**src/rtl/pio_pkg.sv**
```systemverilog
package pio_pkg;
    localparam int PIO_PINS = 7;
    localparam int BUS_W    = 8;
    localparam int ADDR_W   = 8;

    typedef logic [PIO_PINS-1:0] pins_t;

    typedef struct packed {
        pins_t dat;
        pins_t dir;
        pins_t pue;
    } pio_regs_t;

    typedef enum logic [1:0] {
        SEL_NONE = 2'd0,
        SEL_DAT  = 2'd1,
        SEL_DIR  = 2'd2,
        SEL_PUE  = 2'd3
    } pio_sel_t;
endpackage

```
**src/rtl/pio_sync.sv**
```systemverilog
module pio_sync #(
    parameter int W      = 7,
    parameter int STAGES = 2
) (
    input  logic         clk,
    input  logic         rst_n,
    input  logic [W-1:0] async_in,
    output logic [W-1:0] sync_out
);
    logic [W-1:0] stg_d [STAGES];
    logic [W-1:0] stg_q [STAGES];

    generate
        for (genvar s = 0; s < STAGES; s++) begin : g_stage
            if (s == 0) begin : g_first
                always_comb stg_d[s] = async_in;
            end else begin : g_next
                always_comb stg_d[s] = stg_q[s-1];
            end
            always_ff @(posedge clk or negedge rst_n) begin
                if (!rst_n) stg_q[s] <= '0;
                else        stg_q[s] <= stg_d[s];
            end
        end
    endgenerate

    assign sync_out = stg_q[STAGES-1];
endmodule

```
**src/rtl/pio_regs.sv**
```systemverilog
module pio_regs
    import pio_pkg::*;
(
    input  logic      clk,
    input  logic      rst_n,
    input  pio_sel_t  sel,
    input  logic      we,
    input  pins_t     wdata,
    output pio_regs_t regs
);
    pio_regs_t r_d, r_q;

    always_comb begin
        r_d = r_q;
        if (we) begin
            case (sel)
                SEL_DAT: r_d.dat = wdata;
                SEL_DIR: r_d.dir = wdata;
                SEL_PUE: r_d.pue = wdata;
                default: ;
            endcase
        end
    end

    always_ff @(posedge clk or negedge rst_n) begin
        if (!rst_n) r_q <= '0;
        else        r_q <= r_d;
    end

    assign regs = r_q;
endmodule

```
**src/rtl/pio_rdmux.sv**
```systemverilog
module pio_rdmux
    import pio_pkg::*;
(
    input  pio_sel_t          sel,
    input  pio_regs_t         regs,
    input  pins_t             pin_sync,
    output logic [BUS_W-1:0]  rdata
);
    localparam int PAD_W = BUS_W - PIO_PINS;
    pins_t val;

    always_comb begin
        case (sel)
            SEL_DAT: val = (regs.dat & regs.dir) | (pin_sync & ~regs.dir);
            SEL_DIR: val = regs.dir;
            SEL_PUE: val = regs.pue;
            default: val = '0;
        endcase
        rdata = {{PAD_W{1'b0}}, val};
    end
endmodule

```
**src/rtl/pio_bank.sv**
```systemverilog
module pio_bank
    import pio_pkg::*;
#(
    parameter logic [ADDR_W-1:0] DAT_OFF     = 8'h02,
    parameter logic [ADDR_W-1:0] DIR_OFF     = 8'h06,
    parameter logic [ADDR_W-1:0] PUE_OFF     = 8'h0C,
    parameter int                SYNC_STAGES = 2
) (
    input  logic                clk,
    input  logic                rst_n,
    input  logic [ADDR_W-1:0]   bus_addr,
    input  logic                bus_we,
    input  logic [BUS_W-1:0]    bus_wdata,
    output logic [BUS_W-1:0]    bus_rdata,
    input  logic [PIO_PINS-1:0] pin_in,
    output logic [PIO_PINS-1:0] pin_out,
    output logic [PIO_PINS-1:0] pin_oe,
    output logic [PIO_PINS-1:0] pin_pu
);
    pio_sel_t  sel;
    pio_regs_t regs;
    pins_t     pin_sync;

    always_comb begin
        if      (bus_addr == DAT_OFF) sel = SEL_DAT;
        else if (bus_addr == DIR_OFF) sel = SEL_DIR;
        else if (bus_addr == PUE_OFF) sel = SEL_PUE;
        else                          sel = SEL_NONE;
    end

    pio_sync #(.W(PIO_PINS), .STAGES(SYNC_STAGES)) i_sync (
        .clk      (clk),
        .rst_n    (rst_n),
        .async_in (pin_in),
        .sync_out (pin_sync)
    );

    pio_regs i_regs (
        .clk   (clk),
        .rst_n (rst_n),
        .sel   (sel),
        .we    (bus_we),
        .wdata (bus_wdata[PIO_PINS-1:0]),
        .regs  (regs)
    );

    pio_rdmux i_rdmux (
        .sel      (sel),
        .regs     (regs),
        .pin_sync (pin_sync),
        .rdata    (bus_rdata)
    );

    assign pin_out = regs.dat;
    assign pin_oe  = regs.dir;
    assign pin_pu  = regs.pue & ~regs.dir;
endmodule

```
**config.mk**
```make
export PLATFORM = sky130hd
export DESIGN_NAME = pio_bank
export DESIGN_NICKNAME = d
export VERILOG_FILES = /design/src/rtl/pio_pkg.sv /design/src/rtl/pio_sync.sv /design/src/rtl/pio_regs.sv /design/src/rtl/pio_rdmux.sv /design/src/rtl/pio_bank.sv
export SDC_FILE = /design/constraint.sdc
export NUM_CORES = 1
export LEC_CHECK = 0
export BUFFER_PORTS_ARGS = -buffer_cell sky130_fd_sc_hd__clkbuf_2
export CORE_MARGIN = 10
export CORE_UTILIZATION = 49
export CTS_BUF_LIST = sky130_fd_sc_hd__clkbuf_16
export CTS_CLUSTER_SIZE = 25
export DETAILED_ROUTE_END_ITERATION = 7
export GPL_ROUTABILITY_DRIVEN = 0
export HOLD_SLACK_MARGIN = 0.12
export PLACE_DENSITY = 0.78
export SLEW_MARGIN = 20
export SYNTH_ARGS = -nofsm -noshare
export SYNTH_HDL_FRONTEND = slang
export SYNTH_SLANG_ARGS = --single-unit
```
**constraint.sdc**
```tcl
create_clock -name clk -period 1.48 [get_ports clk]
set_input_delay 0.074 -clock clk [delete_from_list [all_inputs] [get_ports clk]]
set_output_delay 0.074 -clock clk [all_outputs]
set_load 0.05 [all_outputs]
```
Word-level counts from Yosys, hierarchy flattened
Index checks and enable logic that the tools add are counted.
Word-level totals
  output and inout port bits: 29
  latch bits: 0
  bits in registers: 35
  bits in writable memories: 0
  bits in read-only memories: 0
  memories kept: 0
Cells by class
  multiply operators: 0
  reductions and logical operators: 3
  equality and inequality tests: 6
  div/mod/pow operators: 0
  bitwise logic cells: 5
  add/sub/neg operators: 0
  shift-type cells: 0
  order comparisons: 0
  muxes and demuxes: 4
Operator list (count)
  bitwise AND 7 bit: 3
  one-hot mux 7 bit (3 select lines): 1
  == test 8 x 2 -> 1 bit, second input constant: 1
  == test 8 x 3 -> 1 bit, second input constant: 1
  == test 8 x 4 -> 1 bit, second input constant: 1
  inverter 7 bit: 1
  bitwise OR 7 bit: 1
  2-to-1 mux 2 bit: 3
  AND reduction 2 bit: 3
  == test 2 bit, second input constant: 2
  == test 2 x 1 -> 1 bit, second input constant: 1

Logic depth before layout (Yosys ltp)
Gate-level depths: netlist of run 1.
  depth in word-level cells: 6
  gate-level depth with buffers: 5
  depth with buffers taken out: 4

Cells and area by module
A second synthesis of run 1 with hierarchy kept.
Second synthesis, totals
  cells, all modules: 98
  area, all modules: 1471.4 sq um
By module, submodules not included
  pio_regs: area an instance 794.5 sq um, cells each 45, times used 1
  pio_sync: area an instance 350.3 sq um, cells each 14, times used 1
  pio_rdmux: area an instance 224.0 sq um, cells each 26, times used 1
  pio_bank: area an instance 102.6 sq um, cells each 13, times used 1

Least setup slack after synthesis of run 1
No wires, ideal clock.
  path type: input -> output
  start: input bus_addr[7]
  end: output bus_rdata[0]
  setup slack: -0.310 ns
  required time: 1.406 ns
  stages: 5
  arrival time: 1.716 ns
  path buffers: 1
  cell sequence: nor4_4 and3_2 clkbuf_1 a22oi_1 a21oi_1
Between the ends
  word-level cells in the longest chain between the ends: 6
RTL lines
  start: declaration: RTL line pio_bank.sv:11  | input logic [ADDR_W-1:0] bus_addr,
  == test 8 x 4 -> 1 bit: RTL line pio_bank.sv:27  | else if (bus_addr == PUE_OFF) sel = SEL_PUE;
  2-to-1 mux 2 bit: RTL line pio_bank.sv:27
  2-to-1 mux 2 bit: RTL line pio_bank.sv:26  | else if (bus_addr == DIR_OFF) sel = SEL_DIR;
  2-to-1 mux 2 bit (*): RTL line pio_bank.sv:25  | if (bus_addr == DAT_OFF) sel = SEL_DAT;
  == test 2 bit or == test 2 x 1 -> 1 bit (tied branches): RTL line pio_rdmux.sv:13  | case (sel)
  one-hot mux 7 bit (3 select lines) (*): RTL line pio_rdmux.sv:13
  end: declaration: RTL line pio_bank.sv:14  | output logic [BUS_W-1:0] bus_rdata,
Every way passes the cells marked *; elsewhere a longest branch is shown, timed or not.

Final worst setup path of run 1
  start: register i_regs.r_q, in the netlist i_regs.regs[13]
  end: output bus_rdata[6]
Between the ends
  word-level cells in the longest chain between the ends: 4
RTL lines
  start: declaration: RTL line pio_regs.sv:11  | pio_regs_t r_d, r_q;
  start signal: assignment: RTL line pio_regs.sv:27  | else r_q <= r_d;
  inverter 7 bit: RTL line pio_rdmux.sv:14  | SEL_DAT: val = (regs.dat & regs.dir) | (pin_sync & ~regs.dir);
  bitwise AND 7 bit: RTL line pio_rdmux.sv:14
  bitwise OR 7 bit: RTL line pio_rdmux.sv:14
  one-hot mux 7 bit (3 select lines) (*): RTL line pio_rdmux.sv:13
Marks and branches as above.

==> results of run 1 <==
[worst max path at each step]
stage / start / end / slack, ns / depth (start not counted)
floorplan: bus_addr[7] / bus_rdata[4] / -0.03 / 5
global placement: bus_addr[7] / i_regs.regs[11] / 0.009 / 5
detailed placement: bus_addr[7] / i_regs.regs[10] / -0.03 / 5
CTS: i_regs.regs[7] / bus_rdata[0] / -0.03 / 4
global route: i_regs.regs[13] / bus_rdata[6] / -0.04 / 4
finish: i_regs.regs[13] / bus_rdata[6] / -0.0009 / 4
[flip-flops by register name, summed over array words and instances (netlist names)]
name	count
i_sync.sync_out	7
i_sync.stg_d	7
i_regs.regs	21
[kinds of logic after synthesis]
| group | Yosys count |
|---|---|
| DFF | 35 |
| muxes | 28 |
| and+or+nand+nor | 26 |
| buffers and inverters | 19 |
| AOI/OAI and AO/OA | 15 |
| other | 1 |
[synth_stat cells]
| library cell | number | share of area (%) |
|---|---|---|
| dfrtp_1 | 35 | 53 |
| and3b_1 | 1 | 0.53 |
| buf_4 | 15 | 6.8 |
| mux2_2 | 21 | 14 |
| nand3_2 | 2 | 1.2 |
| nand3_1 | 9 | 2.7 |
| clkbuf_1 | 2 | 0.46 |
| a21oi_1 | 7 | 2.1 |
| conb_1 | 1 | 0.23 |
| o21ai_1 | 1 | 0.30 |
| and2_4 | 1 | 0.53 |
| nor3b_1 | 1 | 0.46 |
| buf_12 | 1 | 1.2 |
| nor4_4 | 1 | 1.3 |
| a22oi_1 | 7 | 3.2 |
| and4_4 | 1 | 0.68 |
| inv_1 | 1 | 0.23 |
| and2b_1 | 1 | 0.46 |
| and3_2 | 2 | 0.91 |
| mux2_4 | 7 | 6.4 |
| nor2b_1 | 7 | 2.7 |
[metal layers]
metal / routed length (µm) / GRT usage [%] / part of all wire [%]
met5: 0 / 0 / 0
met4: 68 / 6.99 / 1.6
met3: 393 / 5.65 / 9.0
met2: 2150 / 21.4 / 49
met1: 1760 / 15.9 / 40
[power groups by stage]
| stage | clock network [W] | registers (W) | logic [W] |
|---|---|---|---|
| CTS | 0.000972 | 0.00103 | 0.000338 |
| floorplan | 0 | 0.00104 | 0.000208 |
| global route | 0.00103 | 0.00104 | 0.000378 |
| detailed placement | 0 | 0.00105 | 0.000285 |
| global placement | 0 | 0.00105 | 0.000278 |
| finish | 0.000971 | 0.00103 | 0.000354 |
[critical path, cell delays in order (launching register included)]
cell	delay [ns]
dfrtp_1	0.35
mux2_2	0.34
a22oi_2	0.19
a21oi_4	0.10
buf_12	0.16
[per-stage QoR]
stage                     std cells  util [%]   TNS (ns)
after floorplan                 124         -     -0.114
after global placement          207      64.4          0
after detailed placement        207      64.4     -0.232
after CTS                       235      75.8    -0.0781
after global routing            238      78.8     -0.204
final                           238      78.8  -0.000896
[area by class of cell]
| class | instances | area [µm²] |
|---|---|---|
| clock inverter | 2 | 8.76 |
| inverter | 1 | 3.75 |
| sequential | 35 | 876 |
| tap | 44 | 55.1 |
| fill | 192 | 662 |
| multi-input combinational | 70 | 767 |
| clock buffer | 5 | 125 |
| timing repair buffer | 81 | 631 |
[what timing repair did]
action | in CTS | in global routing
resized for setup | 6 | 16
setup buffers | 6 | 3
cloned | 0 | 0
setup endpoints to repair | 7 | 7
hold endpoints to repair | 63 | 0
hold buffers | 15 | 0
pin swaps | 0 | 5
==> flow_summary_export.csv, run 1 <==
group,metric,value,unit
status,status,"complete, but fails checks",
status,violations,"setup timing",
timing,worst_hold_slack,0.333,ns
power_and_ir_drop,peakVddDrop,830,µV
timing,slew_viol_final,0,
setup_path,ff2ff_setup_slack,0.43,ns
logic_synthesis,yosys.area_share.simple,11.5,%
timing,hold_viol_final,0,
power_and_ir_drop,combPwrFrac,15.0,%
min_path,hold_start,"bus_we",
placed_design,hpwl,2.90,mm
routing,dr.pass1.iters,4,
clock_tree,clockRootBuffer,"clkbuf_16",
final_layout,areaGrowthSynthToFinish,49.8,%
power_and_ir_drop,p_switching,0.000603,W
power_and_ir_drop,leakage,1.16,nW
setup_path,r2r_cells,3,
routing,ant_nets,0,
min_path,hold_path_class,"in -> reg",
logic_synthesis,postSynthCellCount,124,
setup_path,arrival,1.41,ns
clock_tree,insertion_delay,0.28,ns
global_routing,antenna_found_initial,0,
clock_tree,clk_pin_slew_worst_paths,0.05,ns
setup_path,crit_type,"reg -> out",
logic_synthesis,ys_ff_latch,35,
final_layout,final_area,0.00247,mm²
run,max-cap-violations,0,
min_path,hold_end,"i_regs.regs[6]",
min_path,hold_depth,3,
logic_synthesis,ys_seq_area_share,53.2,%
global_routing,grt_max_degree,36,
die,dieArea,0.00608,mm²
clock_tree,cts_buffers,5,
logic_synthesis,syn_nets,150,
die,ios,55,
logic_synthesis,synth_warnings,0,
global_routing,grt_usage,13.7,%
final_layout,antenna_cells,0,
setup_path,worstPathRequired,1.41,ns
die,die_h,78.0,µm
logic_synthesis,synth_top_family_by_area,"multiplexers",
power_and_ir_drop,intPower,0.00175,W
timing,fmax,675,MHz
timing,worst_slack,-0.000896,ns
clock_tree,cts_tree,"built",
logic_synthesis,synth_cell_type_count,21,
placed_design,portBuffers,52,
setup_path,startpoint_type,"flip-flop",
setup_path,r2r_end,"i_regs.regs[11]",
global_routing,grt_pass1_vias,1368,
final_layout,drive_gt1_share,63.9,%
clock_tree,htreeDepth,2,
timing,finClkSkew,0.00123,ns
placed_design,dpl-instance-area,0.00201,mm²
power_and_ir_drop,pwr-share-clk,41.2,%
logic_synthesis,muxShareOfSynthArea,20.7,%
die,rows,20,
die,initial_core_util,52.6,%
power_and_ir_drop,power.share.sequential,43.8,%
routing,drc,0,
timing,setup_viol,1,
logic_synthesis,syn_area,0.00165,mm²
logic_synthesis,synthXorXnorAreaFrac,0,%
setup_path,cp-end-kind,"output pin",
final_layout,final_cell_mix,"44 x clkbuf_2, 35 x dfrtp_1, 16 x mux2_2, 15 x dlygate4sd3_1, 13 x buf_4",
power_and_ir_drop,power,0.00236,W
routing,vias_per_cell,5.13,
setup_path,worstReg2RegStart,"i_regs.regs[11]",
logic_synthesis,avgSynthCellArea,13.3,µm²
routing,num_vias,1220,
logic_synthesis,synth_compound_area_share,5.62,%
global_routing,grt_remaining_overflow,0,
final_layout,final_common_cell,"clkbuf_2",
routing,drt_iter0_drc,47,
routing,wl_per_cell,18.3,µm
final_layout,finish.net_count,220,
power_and_ir_drop,powerDensity,956,mW/mm²
power_and_ir_drop,switching_share,25.6,%
clock_tree,clkSinkCount,35,
routing,wirelength,4.37,mm
timing,min_period,1.48,ns
timing,rsz0062_at_grt,"yes",
setup_path,cp_max_fo,2,
logic_synthesis,synth_fa_ha_area_share,0,%
die,die_x,78.0,µm
timing,period_share,100,%
global_routing,grt_pass1_wl,6.66,mm
placed_design,place_ws,-0.0329,ns
clock_tree,clockBufferDepth,2,
die,core_area,0.00313,mm²
Power figures use the tool's default switching activity.
==> run 2: changes to the inputs <==
- PLACE_DENSITY: 0.78 -> default
- PLACE_DENSITY_LB_ADDON: default -> 0.2
- RECOVER_POWER: default -> 25
==> flow_summary_export.csv, run 2 (synthesized netlist as in run 1, its figures left out) <==
group,metric,value,unit
status,violations,"setup timing",
die,rows,20,
setup_path,worstPathRequired,1.41,ns
routing,num_vias,1195,
clock_tree,clk_pin_slew_worst_paths,0.05,ns
setup_path,critical_path_cell_count,4,
timing,rsz0062_at_grt,"yes",
power_and_ir_drop,peakVddDrop,780,µV
timing,slew_viol_final,0,
placed_design,dp.cells,206,
timing,fmax,660,MHz
global_routing,antenna_found_initial,0,
setup_path,cp_max_fo,4,
final_layout,fill_cells,183,
setup_path,startpoint_type,"flip-flop",
routing,dr.pass1.iters,4,
timing,finClkSkew,0.00388,ns
setup_path,crit_chain,"mux2_4 > a22oi_2 > a21oi_4 > buf_12",
setup_path,cp-endpoint,"bus_rdata[1]",
setup_path,crit_path_start,"i_regs.regs[8]",
die,core_area,0.00313,mm²
setup_path,crit_family,"flip-flops",
final_layout,final_cell_mix,"45 x clkbuf_2, 35 x dfrtp_1, 16 x mux2_2, 15 x dlygate4sd3_1, 13 x buf_4",
clock_tree,cts_buffers,5,
timing,worst_hold_slack,0.313,ns
min_path,hold_path_class,"in -> reg",
final_layout,drive_gt1_share,62.4,%
setup_path,ff2ff_setup_slack,0.42,ns
power_and_ir_drop,powerDensity,958,mW/mm²
setup_path,crit_path_max_incr_delay,0.42,ns
die,die_x,78.0,µm
final_layout,antenna_cells,0,
setup_path,worstReg2RegStart,"i_regs.regs[11]",
final_layout,multi_input_area,747,µm²
setup_path,arrival,1.44,ns
setup_path,r2r_end,"i_regs.regs[11]",
setup_path,crit_type,"reg -> out",
clock_tree,insertion_delay,0.27,ns
global_routing,grt_pass1_vias,1360,
final_layout,areaGrowthSynthToFinish,47.6,%
timing,period_share,102,%
global_routing,grt_remaining_overflow,0,
clock_tree,clkSinkCount,35,
timing,hold_viol_final,0,
final_layout,final_common_cell,"clkbuf_2",
timing,relSlewSlack,59.8,%
die,die_h,78.0,µm
clock_tree,htreeDepth,2,
timing,worst_slack,-0.0344,ns
routing,wl_per_cell,17.5,µm
setup_path,cp-end-kind,"output pin",
final_layout,largest_register_ffs,21,
placed_design,place_ws,-0.0347,ns
clock_tree,cts_tree,"built",
clock_tree,clockBufferDepth,2,
power_and_ir_drop,power,0.00233,W
clock_tree,clockRootBuffer,"clkbuf_16",
routing,vias_per_cell,5.02,
final_layout,final_core_util,77.7,%
final_layout,finish.net_count,219,
power_and_ir_drop,leakage,1.16,nW
timing,tightest_slew,0.602,ns
routing,ant_nets,0,
die,dieArea,0.00608,mm²
routing,drc,0,
setup_path,cp_slowest_cell,"dfrtp_1",
placed_design,hpwl,2.92,mm
status,status,"complete, but fails checks",
placed_design,portBuffers,52,
global_routing,grt_max_degree,26,
global_routing,grt_pass1_wl,6.85,mm
timing,min_period,1.51,ns
setup_path,path_buf_inv,1,
setup_path,r2r_cells,3,
global_routing,grt_usage,14.2,%
die,initial_core_util,52.6,%
final_layout,layout.cells.non_filler,238,
die,ios,55,
run,max-cap-violations,0,
final_layout,final-seq-area,876,µm²
timing,setup_viol,1,
routing,drt_iter0_drc,46,
routing,wirelength,4.16,mm
==> run 2: routing by layer <==
| layer | global-route usage [%] | share of wire, % | vias to the layer above |
|---|---|---|---|
| li1 | - | - | 564 |
| met1 | 16.0 | 42 | 573 |
| met2 | 22.2 | 47 | 47 |
| met3 | 6.80 | 7.8 | 11 |
| met5 | 0 | 0 | - |
| met4 | 6.63 | 2.2 | 0 |
==> run 2: repair_timing <==
action	CTS	global route
gates resized for setup	5	11
setup buffers	7	2
endpoints found under the setup margin	7	7
endpoints found under the hold margin	52	0
pin swaps	0	3
hold buffers	15	0
==> run 2: final cells by class <==
cell class                 count  share of cell area, %
inverter                       1                  0.154
timing repair buffer          80                   25.2
sequential                    35                   36.0
clock buffer                   5                   5.15
multi-input combinational     70                   30.7
tap                           44                   2.26
clock inverter                 3                  0.463
==> run 2: worst min-delay path by stage <==
stage,from,cells after the start,slack (ns),to
2_1_floorplan,rst_n,0,-0.22,i_regs.regs[0]
3_3_place_gp,rst_n,1,0.10,i_regs.regs[17]
3_5_place_dp,rst_n,1,0.11,i_regs.regs[17]
4_1_cts,bus_we,3,0.31,i_regs.regs[3]
5_1_grt,bus_we,3,0.34,i_regs.regs[6]
6_report,bus_we,3,0.31,i_regs.regs[5]
==> run 2: worst register-to-register path: cells and delay by family, from the launching register on <==
family / cells / cell delay [ns]
buffers and inverters: 2 / 0.29
flip-flops: 1 / 0.40
multiplexers: 1 / 0.26
==> run 2: stage by stage <==
step | TNS [ns] | cell area (µm²)
floorplan | -0.114 | 1700
global placement | 0 | 2010
detailed placement | -0.201 | 2010
CTS | -0.115 | 2370
global route | -0.175 | 2430
finish | -0.0344 | 2430
==> run 2: power breakdown <==
part           internal, W  total [W]  switching [W]  leakage (nW)
clock network     0.000604   0.000950       0.000346        0.0701
registers          0.00101    0.00103      0.0000291         0.453
logic             0.000142   0.000346       0.000203         0.635
